File: src/rtl/jpg_pkg.sv
package jpg_pkg;
  // Shift direction encoding seen on the dir input.
  typedef enum logic {
    DIR_REV = 1'b0,
    DIR_FWD = 1'b1
  } step_dir_e;

  // Fixed ring lengths for the phase outputs.
  localparam int PH3_STAGES = 3;
  localparam int PH4_STAGES = 2;
  localparam int PH3_LINES  = 3;
  localparam int PH4_LINES  = 2 * PH4_STAGES;
endpackage

File: src/rtl/jpg_twisted_ring.sv
module jpg_twisted_ring
  import jpg_pkg::*;
#(
  parameter int W = 4
) (
  input  logic         clk,
  input  logic         rst,
  input  logic         step_en,
  input  logic         dir,
  output logic [W-1:0] q,
  output logic [W-1:0] q_next
);
  logic [W-1:0] q_inv;
  logic         run_low;
  logic         run_high;
  logic         on_orbit;

  // A legal pattern is a block of ones anchored at either end.
  assign q_inv    = ~q;
  assign run_low  = ((q & (q + 1'b1)) == '0);
  assign run_high = ((q_inv & (q_inv + 1'b1)) == '0);
  assign on_orbit = run_low | run_high;

  always_comb begin
    if (!on_orbit) begin
      q_next = '0;
    end else if (step_dir_e'(dir) == DIR_FWD) begin
      q_next = {q[W-2:0], ~q[W-1]};
    end else begin
      q_next = {~q[0], q[W-1:1]};
    end
  end

  always_ff @(posedge clk) begin
    if (rst) begin
      q <= '0;
    end else if (step_en) begin
      q <= q_next;
    end
  end
endmodule

File: src/rtl/jpg_state_decode.sv
module jpg_state_decode #(
  parameter int W = 4
) (
  input  logic [W-1:0]   v,
  output logic [2*W-1:0] hit
);
  // Each position of a twisted ring is identified by two adjacent stages.
  assign hit[0] = ~v[0] & ~v[W-1];
  assign hit[W] =  v[0] &  v[W-1];

  for (genvar k = 1; k < W; k++) begin : g_pos
    assign hit[k]     =  v[k-1] & ~v[k];
    assign hit[W + k] = ~v[k-1] &  v[k];
  end
endmodule

File: src/rtl/johnson_phase_gen.sv
module johnson_phase_gen
  import jpg_pkg::*;
#(
  parameter int STAGES = 4
) (
  input  logic                clk,
  input  logic                rst,
  input  logic                step_en,
  input  logic                dir,
  output logic [STAGES-1:0]   count,
  output logic [2*STAGES-1:0] strobe,
  output logic [2:0]          phase3,
  output logic [3:0]          phase4
);
  localparam int POSITIONS = 2 * STAGES;

  logic [STAGES-1:0]     main_q;
  logic [STAGES-1:0]     main_next;
  logic [POSITIONS-1:0]  main_hit;
  logic [PH3_STAGES-1:0] r3_q;
  logic [PH3_STAGES-1:0] r3_next;
  logic [PH4_STAGES-1:0] r2_q;
  logic [PH4_STAGES-1:0] r2_next;
  logic [PH4_LINES-1:0]  r2_hit;
  logic [PH3_LINES-1:0]  ph3_d;

  jpg_twisted_ring #(.W(STAGES)) u_main_ring (
    .clk     (clk),
    .rst     (rst),
    .step_en (step_en),
    .dir     (dir),
    .q       (main_q),
    .q_next  (main_next)
  );

  jpg_twisted_ring #(.W(PH3_STAGES)) u_ring3 (
    .clk     (clk),
    .rst     (rst),
    .step_en (step_en),
    .dir     (dir),
    .q       (r3_q),
    .q_next  (r3_next)
  );

  jpg_twisted_ring #(.W(PH4_STAGES)) u_ring2 (
    .clk     (clk),
    .rst     (rst),
    .step_en (step_en),
    .dir     (dir),
    .q       (r2_q),
    .q_next  (r2_next)
  );

  // Decoding the next pattern lets the strobes be registered in step with the ring.
  jpg_state_decode #(.W(STAGES)) u_main_dec (
    .v   (main_next),
    .hit (main_hit)
  );

  jpg_state_decode #(.W(PH4_STAGES)) u_quad_dec (
    .v   (r2_next),
    .hit (r2_hit)
  );

  // First stage, last stage and inverted middle stage are two positions apart.
  assign ph3_d = {~r3_next[1], r3_next[2], r3_next[0]};

  always_ff @(posedge clk) begin
    if (rst) begin
      strobe <= POSITIONS'(1);
      phase3 <= 3'b100;
      phase4 <= 4'b0001;
    end else if (step_en) begin
      strobe <= main_hit;
      phase3 <= ph3_d;
      phase4 <= r2_hit;
    end
  end

  assign count = main_q;
endmodule

File: config.mk
export PLATFORM = sky130hd
export DESIGN_NAME = johnson_phase_gen
export DESIGN_NICKNAME = d
export VERILOG_FILES = /design/src/rtl/jpg_pkg.sv /design/src/rtl/jpg_twisted_ring.sv /design/src/rtl/jpg_state_decode.sv /design/src/rtl/johnson_phase_gen.sv
export SDC_FILE = /design/constraint.sdc
export NUM_CORES = 1
export LEC_CHECK = 0
export ABC_AREA = 1
export CAP_MARGIN = 0
export CORE_UTILIZATION = 48
export DETAILED_ROUTE_END_ITERATION = 12
export PLACE_DENSITY = 0.83
export SYNTH_ARGS = -nofsm -noshare
export SYNTH_HDL_FRONTEND = slang
export SYNTH_SLANG_ARGS = --single-unit
File: constraint.sdc
create_clock -name clk -period 1.5 [get_ports clk]
set_input_delay 0.3 -clock clk [delete_from_list [all_inputs] [get_ports clk]]
set_output_delay 0.3 -clock clk [all_outputs]
set_load 0.1 [all_outputs]
==> flow_summary.toml <==
[logic_synthesis]
ys_seq_area_share_pct = 44.11
synth-xor-area-share_pct = 2.506
synthAdderAreaFrac_pct = 0
netlist_instances = 137
synthesis.yosys.warnings = 0
synth_mux_area_share_pct = 0
main_combinational_cell_family_by_area_after_synthesis = "simple AND/OR/NAND/NOR gates"
synth_cell_types = 20
compound_cell_area_share_of_the_yosys_netlist_pct = 16.92
synthSimpleGateAreaFrac_pct = 25.31
cell_area_synth_um2 = 998.5
postSynthNetCount = 141
synth.avg_cell_area_um2 = 7.288
ys_seq_elements = 22

[placement]
dp.cells = 182
final_replace_weighted_congestion = 0.7561
buffer_ports.inserted = 22
place_hpwl_um = 1817

[floorplan]
rows = 16
start_util_pct = 50.89
boundaryPins = 23
die-area_um2 = 2267
core_region_area_um2 = 1962
chipHeight_um = 47.61
die_x_um = 47.61

[setup_path]
timing.critical_path.to_type = "flop"
r2r_setup_slack_ns = 0.22
critical_path.max_fanout = 9
critPathRequiredTime_ns = 1.73
critPathKind = "in2reg"
reg2reg_from = "u_main_ring.q[2]"
worstSetupStartpoint = "dir"
cp_data_arrival_time_ns = 1.63
cp-start-kind = "input port"

[global_route]
use_met2_pct = 37.53
grt_max_degree = 18
initial_antenna_violation_count = 0
grtUsageMet3_pct = 4.528
grt_use_total_pct = 24.16
met1_usage_pct = 31.47
number_of_global_route_vias_before_repair = 873
busiest_layer = "met2"
grt_pass1_wl_um = 3774
grt_remaining_overflow = 0

[final_layout]
layout-drive-gt1-share_pct = 23.27
multi_input_comb_area_um2 = 446.7
fillerInstances = 158
final_net_count = 164
diodes = 0
finalNonFillerCells = 186
layout.area.seq_um2 = 445.4
syn2layout_area_growth_pct = 46.49

[sta]
fin_crit_sh_pct = 93.53
grt_setup_unrepaired = "no"
final-hold-violation-count = 0
slew_viol_final = 0
relSlewSlack_pct = 70.65
finalSetupTns_ns = 0
finalHoldWorstSlack_ns = 0.5114
setup_viol = 0
worst_clock_skew_ns = 0.007439
worst-slew-pin-transition_ns = 0.4357
final_period_minus_worst_setup_slack_ns = 1.403
maxClockFrequency_ghz = 0.7128

[status]
status = "complete, no violations"

[cts]
cts.clk_slew.worst_paths_ns = 0.12
numCtsBuffers = 3
cts_tree = "yes"
cts_hold_buffers = 0
postCtsSetupRepairBufs = 0
worst_skew_pair.late_latency_ns = 0.32
cts_sink_cnt = 22
h-tree-depth = 1
max-clock-path-buffers = 2
cts.root.buffer_cell = "clkbuf_4"

[worst_hold_path]
worstHoldPathType = "reg2reg"
hold_start = "strobe[6]"

[detailed_routing]
drt-initial-drc-count = 48
remaining_drc_errors = 0
via_count = 1005
wl_cell_um = 12.85
final_antenna_net_count = 0
route.detailed.vias_per_inst = 5.403
postRouteWirelength_um = 2391
drt-pass1-iter-count = 5

[power_and_ir_drop]
power_per_unit_of_standard_cell_area_nw_per_um2 = 1026
vdd.ir_drop.worst_mv = 0.7867
power_leakage_nw = 0.5949

[job]
timing.max_cap.violations = 0
## per-layer routing
metal	share of wire [%]	vias up
li1	-	492
met5	0	-
met4	2.8	0
met2	51	44
met1	42	462
met3	4.5	7
## power by group
group	switching (mW)	internal (mW)	total, mW
registers	0.0488	0.622	0.671
logic	0.329	0.171	0.500
clock network	0.181	0.149	0.330
## worst paths after layout
check / endpoint / cells past startpoint
max reg2reg: strobe[1] / 5
max: phase4[2] / 6
min: strobe[6] / 2
min reg2reg: strobe[6] / 2
## area by class of cell
type	count	area share, %
Clock buffer	4	2.481
Inverter	14	3.593
Multi-Input combinational cell	92	30.54
Sequential cell	22	30.45
Tap cell	27	2.310
Timing Repair Buffer	27	30.62
## Yosys cell counts (all sizes together)
| master | n | area [µm²] |
|---|---|---|
| buf | 6 | 47.54 |
| nand3 | 7 | 35.03 |
| o211ai | 2 | 15.01 |
| nor2 | 8 | 30.03 |
| nand4 | 7 | 43.79 |
| clkbuf | 3 | 11.26 |
| nand2 | 35 | 133.9 |
| xor2 | 1 | 16.27 |
| a21oi | 18 | 90.09 |
| dfxtp | 22 | 440.4 |
| inv | 14 | 52.55 |
| o21ai | 12 | 63.81 |
| xnor2 | 1 | 8.760 |
| nor3 | 1 | 10.01 |
## state kept, by name (all words and copies together), names as in the netlist
signal and flops:
u_ring2.q 2, phase4 4, strobe 8, phase3 3
u_ring3.q 1, u_main_ring.q 4
## repair_timing
| item | in CTS | in global routing |
|---|---|---|
| setup endpoints to repair | 0 | 5 |
| gates resized for setup | 0 | 2 |
| hold endpoints to repair | 0 | 0 |
## kinds of logic after synthesis
kind of cell / count (synthesis)
AND/OR/NAND/NOR: 58
buffers and inverters: 23
AO/OA/AOI/OAI: 32
XOR/XNOR: 2
flip-flops: 22
## critical path: stages
cell             delay, ns
clkdlybuf4s50_1       0.62
buf_4                 0.24
xnor2_1               0.18
nand2_1               0.12
nand2_1               0.11
nor2_1                0.05
## cell usage in the layout (no fill, tap or decap), types with 2 or more instances in the layout
cell type        synthesis  layout
buf_4                    2       5
clkbuf_4                 0       3
nor2_1                   8       8
buf_12                   0      19
nand3_1                  7       7
o21ai_0                 10       8
inv_1                   13      13
clkdlybuf4s50_1          0       3
o211ai_1                 2       2
a21oi_1                 18      18
o21ai_1                  1       3
nand4_1                  7       7
dfxtp_2                  0       4
dfxtp_1                 22      18
nand2_1                 34      34
## through the flow
| stage | power, mW | util, % | instance area, µm² | setup slack [ns] |
|---|---|---|---|---|
| floorplan | 1.007 | - | 1003 | 0.05867 |
| global placement | 1.165 | 72.70 | 1426 | -0.1425 |
| detailed placement | 1.181 | 72.70 | 1426 | -0.3529 |
| CTS | 1.509 | 74.55 | 1463 | 0.002342 |
| global route | 1.570 | 74.55 | 1463 | 0.05318 |
| finish | 1.500 | 74.55 | 1463 | 0.09705 |
(Power assumes the default switching activity.)
